$ cat src/rtl/lockstep_pkg.sv
package lockstep_pkg;
    typedef enum logic [0:0] {
        ST_RUN    = 1'b0,
        ST_REFILL = 1'b1
    } rb_state_t;
endpackage

$ cat src/rtl/lane_pair_cmp.sv
module lane_pair_cmp #(
    parameter int RES_W = 32,
    parameter int IDX_W = 6
) (
    input  logic             chk_en,
    input  logic [RES_W-1:0] res_a,
    input  logic [RES_W-1:0] res_b,
    input  logic [IDX_W-1:0] dst_a,
    input  logic [IDX_W-1:0] dst_b,
    input  logic             rfwe_a,
    input  logic             rfwe_b,
    input  logic             memwe_a,
    input  logic             memwe_b,
    output logic             mism
);
    logic res_diff;
    logic dst_diff;
    logic we_diff;

    always_comb begin
        res_diff = (res_a != res_b);
        dst_diff = (dst_a != dst_b);
        we_diff  = (rfwe_a != rfwe_b) || (memwe_a != memwe_b);
        mism     = chk_en && (res_diff || dst_diff || we_diff);
    end
endmodule

$ cat src/rtl/rollback_seq.sv
module rollback_seq
    import lockstep_pkg::*;
#(
    parameter int              PC_W       = 32,
    parameter int              CNT_W      = 8,
    parameter int              REFILL_CYC = 5,
    parameter logic [PC_W-1:0] RESET_PC   = 'h100
) (
    input  logic             clk,
    input  logic             rst_n,
    input  logic             chk_valid,
    input  logic             any_mism,
    input  logic [PC_W-1:0]  next_pc,
    output logic             flush,
    output logic             wr_block,
    output logic [PC_W-1:0]  saved_pc,
    output logic [CNT_W-1:0] err_count,
    output logic             err_sticky
);
    localparam int RC_W = $clog2(REFILL_CYC + 1);
    localparam logic [RC_W-1:0] RC_LOAD = RC_W'(REFILL_CYC - 1);
    localparam logic [CNT_W-1:0] CNT_MAX = '1;

    rb_state_t       state, state_nx;
    logic [RC_W-1:0] rc_q;
    logic            commit_ok;

    // next-state logic
    always_comb begin
        state_nx = state;
        unique case (state)
            ST_RUN:    if (chk_valid && any_mism) state_nx = ST_REFILL;
            ST_REFILL: if (rc_q == '0)            state_nx = ST_RUN;
        endcase
    end

    // state register and refill counter
    always_ff @(posedge clk) begin
        if (!rst_n) begin
            state <= ST_RUN;
            rc_q  <= '0;
        end else begin
            state <= state_nx;
            if (state == ST_RUN) rc_q <= RC_LOAD;
            else if (rc_q != '0) rc_q <= rc_q - 1'b1;
        end
    end

    // outputs
    always_comb begin
        flush     = 1'b0;
        wr_block  = 1'b0;
        commit_ok = 1'b0;
        unique case (state)
            ST_RUN: begin
                flush     = chk_valid && any_mism;
                wr_block  = chk_valid && any_mism;
                commit_ok = chk_valid && !any_mism;
            end
            ST_REFILL: begin
                wr_block = 1'b1;
            end
        endcase
    end

    // rollback register and error reporting
    always_ff @(posedge clk) begin
        if (!rst_n) begin
            saved_pc   <= RESET_PC;
            err_count  <= '0;
            err_sticky <= 1'b0;
        end else begin
            if (commit_ok) saved_pc <= next_pc;
            if (flush) begin
                err_sticky <= 1'b1;
                if (err_count != CNT_MAX) err_count <= err_count + 1'b1;
            end
        end
    end


    flush_single_chk: assert property (@(posedge clk) disable iff (!rst_n)
        flush |=> !flush);

    refill_pc_hold_chk: assert property (@(posedge clk) disable iff (!rst_n)
        (state == ST_REFILL) |=> $stable(saved_pc));

    commit_load_chk: assert property (@(posedge clk) disable iff (!rst_n)
        (chk_valid && !any_mism && !wr_block && state == ST_RUN) |=> saved_pc == $past(next_pc));

    count_idle_chk: assert property (@(posedge clk) disable iff (!rst_n)
        !flush |=> $stable(err_count));
endmodule

$ cat src/rtl/lockstep_rollback_ctrl.sv
module lockstep_rollback_ctrl #(
    parameter int              NPAIR      = 4,
    parameter int              RES_W      = 32,
    parameter int              IDX_W      = 6,
    parameter int              PC_W       = 32,
    parameter int              CNT_W      = 8,
    parameter int              REFILL_CYC = 5,
    parameter logic [PC_W-1:0] RESET_PC   = 'h100
) (
    input  logic                              clk,
    input  logic                              rst_n,
    input  logic                              chk_valid,
    input  logic [PC_W-1:0]                   chk_next_pc,
    input  logic [NPAIR-1:0]                  pair_chk_en,
    input  logic [2*NPAIR-1:0][RES_W-1:0]     lane_res,
    input  logic [2*NPAIR-1:0][IDX_W-1:0]     lane_dst,
    input  logic [2*NPAIR-1:0]                lane_rf_we,
    input  logic [2*NPAIR-1:0]                lane_mem_we,
    output logic                              rf_wr_block,
    output logic                              mem_wr_block,
    output logic                              flush,
    output logic                              pc_override,
    output logic [PC_W-1:0]                   override_pc,
    output logic [CNT_W-1:0]                  err_count,
    output logic                              err_sticky
);
    logic [NPAIR-1:0] pair_mism;
    logic             any_mism;
    logic             wr_block;

    // pair k: lane k against lane k+NPAIR
    for (genvar k = 0; k < NPAIR; k++) begin : g_pair
        lane_pair_cmp #(.RES_W(RES_W), .IDX_W(IDX_W)) u_cmp (
            .chk_en  (pair_chk_en[k]),
            .res_a   (lane_res[k]),
            .res_b   (lane_res[k+NPAIR]),
            .dst_a   (lane_dst[k]),
            .dst_b   (lane_dst[k+NPAIR]),
            .rfwe_a  (lane_rf_we[k]),
            .rfwe_b  (lane_rf_we[k+NPAIR]),
            .memwe_a (lane_mem_we[k]),
            .memwe_b (lane_mem_we[k+NPAIR]),
            .mism    (pair_mism[k])
        );
    end

    assign any_mism = |pair_mism;

    rollback_seq #(
        .PC_W(PC_W), .CNT_W(CNT_W), .REFILL_CYC(REFILL_CYC), .RESET_PC(RESET_PC)
    ) u_seq (
        .clk        (clk),
        .rst_n      (rst_n),
        .chk_valid  (chk_valid),
        .any_mism   (any_mism),
        .next_pc    (chk_next_pc),
        .flush      (flush),
        .wr_block   (wr_block),
        .saved_pc   (override_pc),
        .err_count  (err_count),
        .err_sticky (err_sticky)
    );

    assign rf_wr_block  = wr_block;
    assign mem_wr_block = wr_block;
    assign pc_override  = flush;


    mism_blocks_chk: assert property (@(posedge clk) disable iff (!rst_n)
        (chk_valid && any_mism && !$past(flush)) |-> (rf_wr_block && mem_wr_block) || !$past(rst_n) || $past(wr_block));

    refill_blocks_chk: assert property (@(posedge clk) disable iff (!rst_n)
        flush |=> rf_wr_block && mem_wr_block && !flush);

    sticky_hold_chk: assert property (@(posedge clk) disable iff (!rst_n)
        err_sticky |=> err_sticky);

    invalid_quiet_chk: assert property (@(posedge clk) disable iff (!rst_n)
        !chk_valid |-> !flush);
endmodule

$ cat config.mk
export PLATFORM = sky130hd
export DESIGN_NAME = lockstep_rollback_ctrl
export DESIGN_NICKNAME = d
export VERILOG_FILES = /design/src/rtl/lockstep_pkg.sv /design/src/rtl/lane_pair_cmp.sv /design/src/rtl/rollback_seq.sv /design/src/rtl/lockstep_rollback_ctrl.sv
export SDC_FILE = /design/constraint.sdc
export NUM_CORES = 1
export LEC_CHECK = 0
export BUFFER_PORTS_ARGS = -buffer_cell sky130_fd_sc_hd__buf_2
export CORE_AREA = 5 5 154 156
export DETAILED_ROUTE_END_ITERATION = 6
export DIE_AREA = 0 0 159 161
export GPL_TIMING_DRIVEN = 0
export MAX_ROUTING_LAYER = met4
export PLACE_DENSITY = 0.48
export SYNTH_ARGS = -nofsm -noshare
export SYNTH_HDL_FRONTEND = slang
export SYNTH_HIERARCHICAL = 1
export SYNTH_SLANG_ARGS = --single-unit
$ cat constraint.sdc
create_clock -name clk -period 8.76 [get_ports clk]
set_clock_uncertainty 0.2 [all_clocks]
set_input_delay 2.19 -clock clk [delete_from_list [all_inputs] [get_ports clk]]
set_output_delay 2.19 -clock clk [all_outputs]
set_load 0.1 [all_outputs]
# After elaboration in Yosys (flattened, before gate mapping)
# Index checks and enable logic that the tools add are counted.
op_classes:
  n_addsub: 2
  mul: 0
  n_div: 0
  magnitude_cmp: 0
  n_eq_ne: 18
  shifts: 0
  muxes: 8
  n_bitwise: 1
  reduce_logical: 24
ops:
  columns: ["cell", "count"]
  rows:
  - ["32-bit inequality test", 4]
  - ["6-bit inequality test", 4]
  - ["1-bit logical OR", 12]
  - ["8-bit by 1-bit adder with 8-bit output (second input constant)", 1]
  - ["1-bit inequality test", 8]
  - ["8-bit inequality test (second input constant)", 1]
  - ["1-bit logical AND", 6]
  - ["3-bit 2-to-1 mux", 2]
  - ["1-bit 2-to-1 mux", 4]
  - ["1-bit case mux with 2 select lines", 2]
  - ["2-bit AND reduction", 2]
  - ["4-bit OR reduction", 1]
  - ["3-bit zero test", 1]
  - ["3-bit nonzero test", 1]
  - ["3-bit by 1-bit subtractor with 3-bit output (second input constant)", 1]
  - ["2-bit inequality test (second input constant)", 1]
  - ["1-bit zero test", 1]
  - ["1-bit NOT", 1]
word_totals:
  register_bits: 45
  latchBits: 0
  ram_bits: 0
  romBits: 0
  in_bits: 359
  n_memories: 0

# Logic depth before layout (Yosys ltp)
# Gate-level depths: netlist of run 1.
depth:
  ltp_word: 8
  depth_mapped: 10
  ltp_nobuf: 10

# Cells and area by module
# The synthesis of run 1 kept the hierarchy.
modules_own_cells:
  columns: ["mod", "n_inst", "cells_per_inst", "area_each_um2", "seq_area_each_um2"]
  rows:
  - ["rollback_seq", 1, 210, 1830.5, 900.9]
  - ["lane_pair_cmp", 4, 53, 436.7, 0.0]
  - ["lockstep_rollback_ctrl", 1, 3, 22.5, 0.0]

# Least setup slack after synthesis of run 1
# OpenSTA, ideal clock, no wires.
synth_path:
  kind: "in2out"
  from: "input port lane_res[161] in the netlist's numbering"
  to: "output port rf_wr_block"
  arrival_time_ns: 4.593
  required_time_ns: 6.370
  slack_ns: 1.777
  path_stages: 7
  cell_sequence: "xor2_1 nor4_1 nand4_1 o41a_1 or4_1 a21o_1 buf_4"
synth_between:
  elab_chain_len: 7
synth_lines:
  columns: ["item", "line_no", "rtl"]
  rows:
  - ["from (decl)", "lockstep_rollback_ctrl.sv:15", "input logic [2*NPAIR-1:0][RES_W-1:0] lane_res,"]
  - ["32-bit inequality test", "lane_pair_cmp.sv:21", "res_diff = (res_a != res_b);"]
  - ["1-bit logical OR (2 in a row)", "lane_pair_cmp.sv:24", "mism = chk_en && (res_diff || dst_diff || we_diff);"]
  - ["1-bit logical AND", "lane_pair_cmp.sv:24", null]
  - ["named net pair_mism[1]", "lockstep_rollback_ctrl.sv:27", "logic [NPAIR-1:0] pair_mism;"]
  - ["4-bit OR reduction", "lockstep_rollback_ctrl.sv:47", "assign any_mism = |pair_mism;"]
  - ["named net any_mism", "lockstep_rollback_ctrl.sv:28", "logic any_mism;"]
  - ["1-bit logical AND", "rollback_seq.sv:57", "wr_block = chk_valid && any_mism;"]
  - ["1-bit case mux with 2 select lines", "rollback_seq.sv:54", "unique case (state)"]
  - ["to (decl)", "lockstep_rollback_ctrl.sv:19", "output logic rf_wr_block,"]
# The timed path passes the listed nets, and every way through them passes these cells.

# Final worst setup path of run 1
layout_path:
  from: "input port lane_mem_we[4]"
  to: "output port pc_override"
layout_between:
  elab_chain_len: 7
layout_lines:
  columns: ["item", "line_no", "rtl"]
  rows:
  - ["from (decl)", "lockstep_rollback_ctrl.sv:18", "input logic [2*NPAIR-1:0] lane_mem_we,"]
  - ["1-bit inequality test", "lane_pair_cmp.sv:23", "we_diff = (rfwe_a != rfwe_b) || (memwe_a != memwe_b);"]
  - ["1-bit logical OR", "lane_pair_cmp.sv:23", null]
  - ["1-bit logical OR", "lane_pair_cmp.sv:24", null]
  - ["1-bit logical AND", "lane_pair_cmp.sv:24", null]
  - ["named net pair_mism[0]", "lockstep_rollback_ctrl.sv:27", null]
  - ["4-bit OR reduction", "lockstep_rollback_ctrl.sv:47", null]
  - ["named net any_mism", "lockstep_rollback_ctrl.sv:28", null]
  - ["1-bit logical AND", "rollback_seq.sv:56", "flush = chk_valid && any_mism;"]
  - ["1-bit 2-to-1 mux", "rollback_seq.sv:54", null]
  - ["to (decl)", "lockstep_rollback_ctrl.sv:22", "output logic pc_override,"]
# The timed path passes the listed nets, and every way through them passes these cells.

==> insert_results.sql, run 1 <==
INSERT INTO impl_metrics (metric_group, metric, value, unit) VALUES
('power', 'total_power', '635', 'uW'),
('route', 'routed_wirelength', '20.6', 'mm'),
('route', 'drt-initial-drc-count', '172', ''),
('sta', 'finalWorstSetupSlack', '1.49', 'ns'),
('cts', 'cts_inserted_buffers', '5', ''),
('floorplan', 'floorplan.die.height', '161', 'microns'),
('floorplan', 'initial_utilization', '16.2', '%'),
('power', 'power.density', '104', 'nW/um^2'),
('global_routing', 'grt_overflow_total', '0', ''),
('synthesis', 'netlist.area_leader.share', '31.4', '%'),
('floorplan', 'die_area', '25600', 'sq um'),
('global_routing', 'grt_pass1_vias', '4761', ''),
('run_status', 'run_status', 'complete, no violations', ''),
('synthesis', 'yosys-top-cells-area', 'sky130_fd_sc_hd__xor2_1, sky130_fd_sc_hd__dfxtp_1, sky130_fd_sc_hd__xnor2_1', ''),
('layout', 'layoutNonFillerInstCount', '1126', ''),
('cts', 'clk-insertion-delay-late', '0.28', 'ns'),
('sta', 'final.period_utilization', '83.0', '%'),
('sta', 'finalHoldViolCount', '0', ''),
('layout', 'nets', '1197', ''),
('power', 'swShare', '32.5', '%'),
('synthesis', 'synth.top_cells.by_count', 'sky130_fd_sc_hd__xor2_1, sky130_fd_sc_hd__nand2_1, sky130_fd_sc_hd__dfxtp_1, sky130_fd_sc_hd__xnor2_1', ''),
('synthesis', 'ys_ff_latch', '45', ''),
('cts', 'cts_post_setup_buffers_inserted', '0', ''),
('sta', 'rsz0062_at_grt', 'false', ''),
('route', 'dr.pass1.iters', '4', ''),
('cts', 'post_cts_resize_count', '0', ''),
('power', 'cell_internal_pwr', '429', 'uW'),
('sta', 'maxClockFrequency', '137', 'MHz'),
('power', 'total_leakage_power', '0.00304', 'uW'),
('power', 'net-switching-power', '206', 'uW'),
('sta', 'fin_setup_tns', '0', 'ns'),
('synthesis', 'post-synth-top-area-cell', 'sky130_fd_sc_hd__xor2_1', ''),
('layout', 'area.growth.synth_to_final', '70.4', '%'),
('floorplan', 'pin_count', '404', ''),
('floorplan', 'fp-row-count', '55', ''),
('synthesis', 'edff_count_synth', '0', ''),
('layout', 'sequential_cell_area', '901', 'sq um'),
('cts', 'clkTransAtPathRegs', '0.06', 'ns'),
('synthesis', 'yosys.cell_types.count', '37', ''),
('critical_path', 'cp.required', '6.37', 'ns'),
('placed_design', 'hpwlAfterDp', '18.8', 'mm'),
('synthesis', 'syn_area_per_cell', '8.47', 'sq um'),
('critical_path', 'criticalPathCategory', 'in2out', ''),
('power', 'sequential_cell_fraction_of_total_power', '33.5', '%'),
('power', 'power.combinational.fraction', '36.1', '%'),
('critical_path', 'critPathLaunchType', 'primary input', ''),
('global_routing', 'antenna_found_initial', '8', ''),
('cts', 'cts_max_path_buffers', '2', ''),
('flow_run', 'cap_violations', '0', ''),
('sta', 'finalSetupViolations', '0', ''),
('synthesis', 'async_reset_ff_share', '0', '%'),
('global_routing', 'grt_start_max_net_pins', '14', ''),
('cts', 'cts_hold_buffers', '0', ''),
('route', 'avgRoutedWirePerCell', '18.3', 'microns'),
('synthesis', 'synth.cell_area', '3600', 'sq um'),
('route', 'route.detailed.vias_per_inst', '3.95', ''),
('route', 'drtAntennaViolNets', '0', ''),
('worst_hold_path', 'min-delay-path-class', 'reg2reg', ''),
('placed_design', 'pre_cts_ws', '1.35', 'ns'),
('critical_path', 'critical_path_peak_fanout', '7', ''),
('layout', 'area_of_combinational_cells_with_multiple_inputs', '2610', 'sq um'),
('sta', 'layout_min_cycle_time', '7.27', 'ns'),
('critical_path', 'end_kind', 'output port', ''),
('floorplan', 'fp.dieW', '159', 'microns'),
('power', 'vdd_ir_drop_max', '0.102', 'mV'),
('layout', 'layout-drive-gt1-share', '50.2', '%'),
('placed_design', 'gpl.final_weighted_congestion', '0.887', ''),
('sta', 'post_route_worst_hold_slack', '0.249', 'ns'),
('cts', 'clock_tree.htree_level_count', '2', ''),
('sta', 'timing_worst_slew_pin_value', '0.534', 'ns'),
('synthesis', 'ys_dominant_reg_cell', 'sky130_fd_sc_hd__dfxtp_1', '');
[cell families after synthesis]
logic type,count (synthesis),share of synthesized area [%]
xor gates and xnor gates,162,39.4
and+or+nand+nor,141,20.2
adders and majority gates,4,1.39
AOI/OAI and AO/OA,52,11.1
DFF,45,25.0
buffers and inverters,20,2.57
muxes,1,0.278
[metrics by stage]
| step | instance area, sq um | utilization (%) |
|---|---|---|
| after global placement | 5970 | 26.9 |
| after CTS | 6110 | 27.5 |
| after floorplan | 3600 | - |
| after detailed placement | 5970 | 26.9 |
| final | 6130 | 27.6 |
| after global routing | 6130 | 27.6 |
[worst max-delay path: stages]
cell                       delay, ns
sky130_fd_sc_hd__buf_2          0.10
sky130_fd_sc_hd__xor2_1         0.19
sky130_fd_sc_hd__nor4_1         0.53
sky130_fd_sc_hd__nand4_1        0.15
sky130_fd_sc_hd__o41a_1         0.35
sky130_fd_sc_hd__or4_1          0.68
sky130_fd_sc_hd__nand3b_4       0.18
sky130_fd_sc_hd__clkinv_4       0.09
sky130_fd_sc_hd__buf_4          0.13
sky130_fd_sc_hd__buf_2          0.28
[power by group through the flow]
stage,registers [uW],clock network (uW),logic (uW)
3_3_place_gp,218,0,231
2_1_floorplan,239,0,88.5
6_report,213,193,229
4_1_cts,213,200,233
3_5_place_dp,218,0,232
5_1_grt,214,210,250
[metal layers]
| layer | vias up | routed length, microns | part of all wire [%] | track usage [%] |
|---|---|---|---|---|
| li1 | 2279 | - | - | - |
| met1 | 1953 | 8340 | 41 | 18.1 |
| met2 | 213 | 10100 | 49 | 25.9 |
| met3 | 6 | 2020 | 9.8 | 5.46 |
| met4 | 0 | 94 | 0.46 | 2.68 |
| met5 | - | 0 | 0 | - |
[final cells by class]
cell class	instances	area share (%)
Multi-Input combinational cell	360	42.5
Timing Repair Buffer	402	32.8
Sequential cell	45	14.7
Tap cell	285	5.82
Clock buffer	6	2.26
Buffer	14	1.06
Inverter	6	0.449
Antenna cell	7	0.286
Clock inverter	1	0.122
[worst paths after layout]
check             slack, ns            endpoint  cells past startpoint                from
setup reg to reg       7.11  u_seq/err_count[0]                      5  u_seq/err_count[0]
hold reg to reg        0.25   u_seq/saved_pc[6]                      2   u_seq/saved_pc[6]
hold / removal         0.25   u_seq/saved_pc[6]                      2   u_seq/saved_pc[6]
setup / recovery       1.49         pc_override                     10      lane_mem_we[4]
[placed cells by master, fill, tap and decap left out, drive strengths merged, types with 2 or more instances in the layout]
cell type,n
a21o,2
xnor2,33
o41a,4
buf,408
a21boi,33
clkbuf,14
inv,5
nand2,71
nor2,5
ha,4
nand3,5
dfxtp,45
nand4,19
diode,7
o21ai,5
nor4,32
xor2,129
o311a,3
[flip-flops by register name, summed over array words and instances, names as in the netlist]
register,cells
u_seq/state,1
u_seq/rc_q,3
u_seq/saved_pc,32
u_seq/err_sticky,1
u_seq/err_count,8
No activity file was read; power rests on OpenSTA's default activity.
==> inputs of run 2 (changes only) <==
- CORE_AREA: 5 5 154 156 -> 5 5 155 157
- DIE_AREA: 0 0 159 161 -> 0 0 160 162
- PLACE_DENSITY: 0.48 -> 0.47
- clock period: 8.76 -> 7 ns (I/O delays scaled with it)
==> insert_results.sql, run 2 (synthesized netlist as in run 1, its figures left out) <==
INSERT INTO impl_metrics (metric_group, metric, value, unit) VALUES
('run_status', 'run_status', 'complete, no violations', ''),
('sta', 'finalHoldViolCount', '0', ''),
('sta', 'final.period_utilization', '94.6', '%'),
('power', 'net-switching-power', '264', 'uW'),
('route', 'count_of_unresolved_drc_violations_after_routing', '0', ''),
('cts', 'clock_tree.htree_level_count', '2', ''),
('layout', 'area.growth.synth_to_final', '70.7', '%'),
('critical_path', 'worstPathArrival', '4.67', 'ns'),
('cts', 'clkSinkCount', '45', ''),
('route', 'routed-via-count', '4499', ''),
('power', 'total_leakage_power', '0.00305', 'uW'),
('layout', 'commonest_cells_after_routing_fill_and_taps_aside', 'sky130_fd_sc_hd__buf_2, sky130_fd_sc_hd__xor2_1, sky130_fd_sc_hd__nand2_1', ''),
('route', 'route.detailed.vias_per_inst', '3.98', ''),
('sta', 'layout_min_cycle_time', '6.62', 'ns'),
('layout', 'layout-drive-gt1-share', '50.3', '%'),
('critical_path', 'critPathLaunchType', 'primary input', ''),
('sta', 'max_slew_margin', '48.6', '%'),
('layout', 'area_of_combinational_cells_with_multiple_inputs', '2610', 'sq um'),
('floorplan', 'floorplan.core_area', '22400', 'sq um'),
('layout', 'nets', '1197', ''),
('layout', 'flip_flop_count_of_the_largest_register_after_layout', '32', ''),
('placed_design', 'placement.io_buffers', '402', ''),
('floorplan', 'fp.dieW', '160', 'microns'),
('floorplan', 'die_area', '25900', 'sq um'),
('cts', 'clkTransAtPathRegs', '0.06', 'ns'),
('power', 'total_power', '803', 'uW'),
('layout', 'layoutNonFillerInstCount', '1130', ''),
('cts', 'cts_inserted_buffers', '5', ''),
('layout', 'fillCellCount', '2557', ''),
('layout', 'largest-register', 'u_seq/saved_pc', ''),
('global_routing', 'grtUsageTotal', '15.7', '%'),
('placed_design', 'dpl.cell_count', '1112', ''),
('cts', 'post_cts_resize_count', '0', ''),
('layout', 'layout.cells.most_common', 'sky130_fd_sc_hd__buf_2', ''),
('route', 'drt-initial-drc-count', '166', ''),
('power', 'swShare', '32.9', '%'),
('global_routing', 'antenna_found_initial', '11', ''),
('placed_design', 'gpl.final_weighted_congestion', '1.01', ''),
('floorplan', 'initial_utilization', '16.1', '%'),
('cts', 'cts_post_setup_buffers_inserted', '0', ''),
('cts', 'cts_tree', 'built', ''),
('placed_design', 'postPlaceCellArea', '5970', 'sq um'),
('power', 'sequential_cell_fraction_of_total_power', '33.2', '%'),
('power', 'cell_internal_pwr', '539', 'uW'),
('critical_path', 'criticalPathCategory', 'in2out', ''),
('route', 'drtAntennaViolNets', '0', ''),
('cts', 'clk-insertion-delay-late', '0.29', 'ns'),
('global_routing', 'global_route_wire_length_before_repair', '29.7', 'mm'),
('sta', 'finalSetupViolations', '0', ''),
('cts', 'cts_max_path_buffers', '2', ''),
('sta', 'fin_setup_tns', '0', 'ns'),
('layout', 'design_area', '6150', 'sq um'),
('global_routing', 'grt_overflow_total', '0', ''),
('sta', 'maxSlewViolCount', '0', ''),
('power', 'power.combinational.fraction', '35.9', '%'),
('placed_design', 'hpwlAfterDp', '19.2', 'mm'),
('floorplan', 'pin_count', '404', ''),
('critical_path', 'cp.required', '5.05', 'ns'),
('critical_path', 'critical_path_peak_fanout', '7', ''),
('cts', 'cts_hold_buffers', '0', ''),
('sta', 'rsz0062_at_grt', 'false', ''),
('flow_run', 'cap_violations', '0', ''),
('layout', 'postLayoutCoreUtil', '27.5', '%'),
('worst_hold_path', 'min-delay-path-class', 'reg2reg', ''),
('sta', 'timing_worst_slew_pin_value', '0.765', 'ns'),
('critical_path', 'end_kind', 'output port', ''),
('cts', 'cts-root-buf', 'sky130_fd_sc_hd__clkbuf_16', ''),
('floorplan', 'floorplan.die.height', '162', 'microns'),
('floorplan', 'fp-row-count', '55', ''),
('route', 'routed_wirelength', '21.1', 'mm'),
('global_routing', 'grt_start_max_net_pins', '15', ''),
('global_routing', 'grt_pass1_vias', '4801', ''),
('layout', 'largestRegisters', 'u_seq/saved_pc x32, u_seq/err_count x8, u_seq/rc_q x3', ''),
('sta', 'maxClockFrequency', '151', 'MHz'),
('route', 'avgRoutedWirePerCell', '18.6', 'microns'),
('power', 'clkPwrFrac', '30.9', '%'),
('power', 'vdd_ir_drop_max', '0.126', 'mV'),
('power', 'power.density', '131', 'nW/um^2'),
('route', 'dr.pass1.iters', '4', ''),
('layout', 'sequential_cell_area', '901', 'sq um');
-- run 2: final cells by class --
type | instances | area share (%)
Tap cell | 285 | 5.80
Timing Repair Buffer | 402 | 32.7
Clock buffer | 6 | 2.26
Antenna cell | 10 | 0.407
Inverter | 6 | 0.448
Buffer | 14 | 1.06
Sequential cell | 45 | 14.7
Clock inverter | 2 | 0.224
Multi-Input combinational cell | 360 | 42.4
-- run 2: path summary, 6_finish.rpt --
| kind | from | end | slack, ns | cells after the start |
|---|---|---|---|---|
| max | lane_mem_we[7] | pc_override | 0.38 | 10 |
| min | u_seq/saved_pc[29] | u_seq/saved_pc[29] | 0.25 | 2 |
| max reg2reg | u_seq/err_count[0] | u_seq/err_count[0] | 5.33 | 5 |
| min reg2reg | u_seq/saved_pc[29] | u_seq/saved_pc[29] | 0.25 | 2 |
-- run 2: worst max-delay path: stages --
cell	delay, ns
sky130_fd_sc_hd__buf_2	0.13
sky130_fd_sc_hd__xor2_1	0.16
sky130_fd_sc_hd__nor4_1	0.68
sky130_fd_sc_hd__nand4_1	0.21
sky130_fd_sc_hd__o41a_1	0.37
sky130_fd_sc_hd__or4_1	0.67
sky130_fd_sc_hd__nand3b_4	0.19
sky130_fd_sc_hd__clkinv_4	0.10
sky130_fd_sc_hd__buf_4	0.13
sky130_fd_sc_hd__buf_2	0.28
-- run 2: layer usage --
metal	up-vias	part of all wire, %	GRT usage, %
met5	-	0	-
met4	0	1.5	3.68
met3	20	9.1	5.91
met2	206	49	26.7
met1	1990	40	17.5
li1	2283	-	-
-- run 2: power by group through the flow --
stage / sequential, uW / clock (uW) / combinational, uW
5_1_grt: 268 / 268 / 314
2_1_floorplan: 299 / 0 / 111
4_1_cts: 267 / 258 / 292
6_report: 267 / 248 / 288
3_3_place_gp: 272 / 0 / 290
3_5_place_dp: 273 / 0 / 290
-- run 2: stage by stage --
| stage | worst slack, ns | hold slack, ns |
|---|---|---|
| after floorplan | 0.897 | 0.254 |
| after global placement | 0.305 | 0.238 |
| after detailed placement | 0.303 | 0.244 |
| after CTS | 0.295 | 0.254 |
| after global routing | 0.264 | 0.268 |
| final | 0.380 | 0.252 |
==> inputs of run 3 (changes only) <==
--- a/config.mk
+++ b/config.mk
@@ -13,4 +13,5 @@
 export MAX_ROUTING_LAYER = met4
 export PLACE_DENSITY = 0.47
+export RECOVER_POWER = 100
 export SYNTH_ARGS = -nofsm -noshare
 export SYNTH_HDL_FRONTEND = slang
==> constraint.sdc (replaced) <==
create_clock -name clk -period 7 [get_ports clk]
set_clock_uncertainty 0.2 [all_clocks]
set_input_delay 1.75 -clock clk [delete_from_list [all_inputs] [get_ports clk]]
set_output_delay 1.75 -clock clk [all_outputs]
set_load 0.01 [all_outputs]
==> insert_results.sql, run 3 (synthesized netlist as in run 1, its figures left out) <==
INSERT INTO impl_metrics (metric_group, metric, value, unit) VALUES
('placed_design', 'dpl.cell_count', '1112', ''),
('layout', 'design_area', '6060', 'sq um'),
('global_routing', 'gr-usage-met2', '26.7', '%'),
('sta', 'fin_setup_tns', '0', 'ns'),
('layout', 'largest-register', 'u_seq/saved_pc', ''),
('worst_hold_path', 'hold_depth', '2', ''),
('global_routing', 'global_route_wire_length_before_repair', '29.7', 'mm'),
('cts', 'clock_tree.htree_level_count', '2', ''),
('global_routing', 'met3_usage', '5.91', '%'),
('cts', 'cts-root-buf', 'sky130_fd_sc_hd__clkbuf_16', ''),
('critical_path', 'critPathSlowestCell', 'sky130_fd_sc_hd__nor4_1', ''),
('cts', 'cts_inserted_buffers', '5', ''),
('run_status', 'run_status', 'complete, no violations', ''),
('floorplan', 'fp.dieW', '160', 'microns'),
('route', 'routed-via-count', '4500', ''),
('route', 'drtAntennaViolNets', '0', ''),
('global_routing', 'grt_start_max_net_pins', '15', ''),
('layout', 'nets', '1197', ''),
('route', 'avgRoutedWirePerCell', '18.6', 'microns'),
('power', 'sequential_cell_fraction_of_total_power', '35.1', '%'),
('critical_path', 'cp.required', '5.05', 'ns'),
('global_routing', 'grt_pass1_vias', '4801', ''),
('global_routing', 'grt_overflow_total', '0', ''),
('layout', 'flip_flop_count_of_the_largest_register_after_layout', '32', ''),
('cts', 'cts_post_setup_buffers_inserted', '0', ''),
('floorplan', 'floorplan.core_area', '22400', 'sq um'),
('floorplan', 'floorplan.die.height', '162', 'microns'),
('floorplan', 'initial_utilization', '16.1', '%'),
('critical_path', 'setup.reg_to_reg.worst_slack', '5.10', 'ns'),
('critical_path', 'critical_path_peak_fanout', '7', ''),
('worst_hold_path', 'worstHoldStart', 'u_seq/saved_pc[20]', ''),
('sta', 'post_route_worst_hold_slack', '0.261', 'ns'),
('layout', 'layoutNonFillerInstCount', '1130', ''),
('layout', 'largestRegisters', 'u_seq/saved_pc x32, u_seq/err_count x8, u_seq/rc_q x3', ''),
('critical_path', 'timing.reg2reg.worst_path_depth', '5', ''),
('cts', 'cts_hold_buffers', '0', ''),
('route', 'count_of_unresolved_drc_violations_after_routing', '0', ''),
('power', 'net-switching-power', '222', 'uW'),
('sta', 'timing_worst_slew_pin_value', '0.777', 'ns'),
('sta', 'finalHoldViolCount', '0', ''),
('critical_path', 'cp.buffers_inverters', '4', ''),
('cts', 'post_cts_resize_count', '0', ''),
('critical_path', 'worst_r2r_startpoint', 'u_seq/state', ''),
('route', 'routed_wirelength', '21.0', 'mm'),
('placed_design', 'gpl.final_weighted_congestion', '1.01', ''),
('placed_design', 'placement.io_buffers', '402', ''),
('sta', 'maxSlewViolCount', '0', ''),
('global_routing', 'grt.busiest_layer', 'met2', ''),
('critical_path', 'worstPathArrival', '4.62', 'ns'),
('sta', 'max_slew_margin', '47.7', '%'),
('power', 'power.density', '125', 'nW/um^2'),
('cts', 'clkSinkCount', '45', ''),
('critical_path', 'r2r-end', 'u_seq/err_count[3]', ''),
('layout', 'area.growth.synth_to_final', '68.3', '%'),
('power', 'total_leakage_power', '0.00282', 'uW'),
('critical_path', 'critPathLaunchType', 'primary input', ''),
('cts', 'clk-insertion-delay-late', '0.29', 'ns'),
('sta', 'finalSetupViolations', '0', ''),
('cts', 'cts_max_path_buffers', '2', ''),
('sta', 'rsz0062_at_grt', 'false', ''),
('layout', 'layout.cells.most_common', 'sky130_fd_sc_hd__buf_2', ''),
('placed_design', 'hpwlAfterDp', '19.2', 'mm'),
('route', 'drt-initial-drc-count', '152', ''),
('sta', 'maxClockFrequency', '152', 'MHz'),
('flow_run', 'cap_violations', '0', ''),
('sta', 'final.period_utilization', '93.9', '%'),
('cts', 'cts_tree', 'built', ''),
('power', 'clkPwrFrac', '32.6', '%'),
('route', 'route.detailed.vias_per_inst', '3.98', ''),
('global_routing', 'globalRouteMet1Util', '17.5', '%'),
('power', 'vdd_ir_drop_max', '0.127', 'mV'),
('floorplan', 'die_area', '25900', 'sq um'),
('critical_path', 'crit_chain', 'clkbuf_1 > xor2_1 > nor4_1 > nand4_1 > o41a_1 > or4_1 > nand3b_1 > clkinv_4 > clkbuf_4 > buf_2', ''),
('sta', 'layout_min_cycle_time', '6.57', 'ns'),
('power', 'power.combinational.fraction', '32.3', '%'),
('global_routing', 'grtUsageTotal', '15.7', '%'),
('layout', 'postLayoutCoreUtil', '27.1', '%'),
('critical_path', 'cp.depth', '10', ''),
('worst_hold_path', 'min-delay-path-class', 'reg2reg', ''),
('power', 'cell_internal_pwr', '536', 'uW'),
('cts', 'clkTransAtPathRegs', '0.07', 'ns'),
('critical_path', 'end_kind', 'output port', ''),
('floorplan', 'pin_count', '404', ''),
('critical_path', 'crit_path_max_incr_delay', '0.68', 'ns'),
('placed_design', 'postPlaceCellArea', '5970', 'sq um'),
('power', 'swShare', '29.2', '%'),
('worst_hold_path', 'end_of_the_worst_hold_path', 'u_seq/saved_pc[20]', ''),
('layout', 'commonest_cells_after_routing_fill_and_taps_aside', 'sky130_fd_sc_hd__buf_2, sky130_fd_sc_hd__xor2_1, sky130_fd_sc_hd__nand2_1', ''),
('global_routing', 'antenna_found_initial', '11', ''),
('layout', 'layout-drive-gt1-share', '44.6', '%'),
('route', 'dr.pass1.iters', '4', ''),
('floorplan', 'fp-row-count', '55', ''),
('critical_path', 'critPathTopFamily', 'simple AND/OR/NAND/NOR gates', ''),
('critical_path', 'criticalPathCategory', 'in2out', '');
## run 3: cell count changes in the layout (fill, tap and decap cells not counted), moves of 29 or more
| cell | previous run | this run |
|---|---|---|
| sky130_fd_sc_hd__clkbuf_1 | 8 | 53 |
| sky130_fd_sc_hd__buf_2 | 406 | 361 |
| sky130_fd_sc_hd__a21boi_0 | 1 | 30 |
| sky130_fd_sc_hd__a21boi_1 | 32 | 3 |
## run 3: power by group through the flow
stage	sequential, uW	combinational (uW)	clock, uW
2_1_floorplan	274	95.8	0
3_3_place_gp	272	249	0
3_5_place_dp	273	250	0
4_1_cts	267	252	258
5_1_grt	267	269	268
6_report	266	244	247
## run 3: tightest hold or removal path: stages, from the launching register on
cell and delay, ns:
sky130_fd_sc_hd__dfxtp_1 0.31, sky130_fd_sc_hd__nand2_1 0.05, sky130_fd_sc_hd__a21boi_1 0.05
## run 3: worst max path at each step
stage                   to            from
2_1_floorplan  rf_wr_block   lane_res[161]
3_3_place_gp   pc_override  lane_mem_we[7]
6_report       pc_override  lane_mem_we[7]
4_1_cts        rf_wr_block  lane_mem_we[7]
5_1_grt        pc_override  lane_mem_we[7]
3_5_place_dp   rf_wr_block  lane_mem_we[7]
## run 3: area by class of cell
type                       instances  area (sq um)
fill                            2578         16300
multi-input combinational        360          2570
timing repair buffer             402          1960
sequential                        45           901
tap                              285           357
clock buffer                       6           139
buffer                            14          63.8
inverter                           6          27.5
antenna                           10          25.0
clock inverter                     2          13.8
## run 3: per-stage QoR
step                worst slack (ns)  total power, uW
floorplan                       1.43              369
global placement               0.459              521
detailed placement             0.457              523
CTS                            0.448              776
global route                   0.268              804
finish                         0.426              757
## run 3: per-layer routing
metal / up-vias / part of all wire (%)
li1: 2283 / -
met1: 1987 / 41
met2: 210 / 49
met3: 20 / 8.9
met4: 0 / 1.5
met5: - / 0
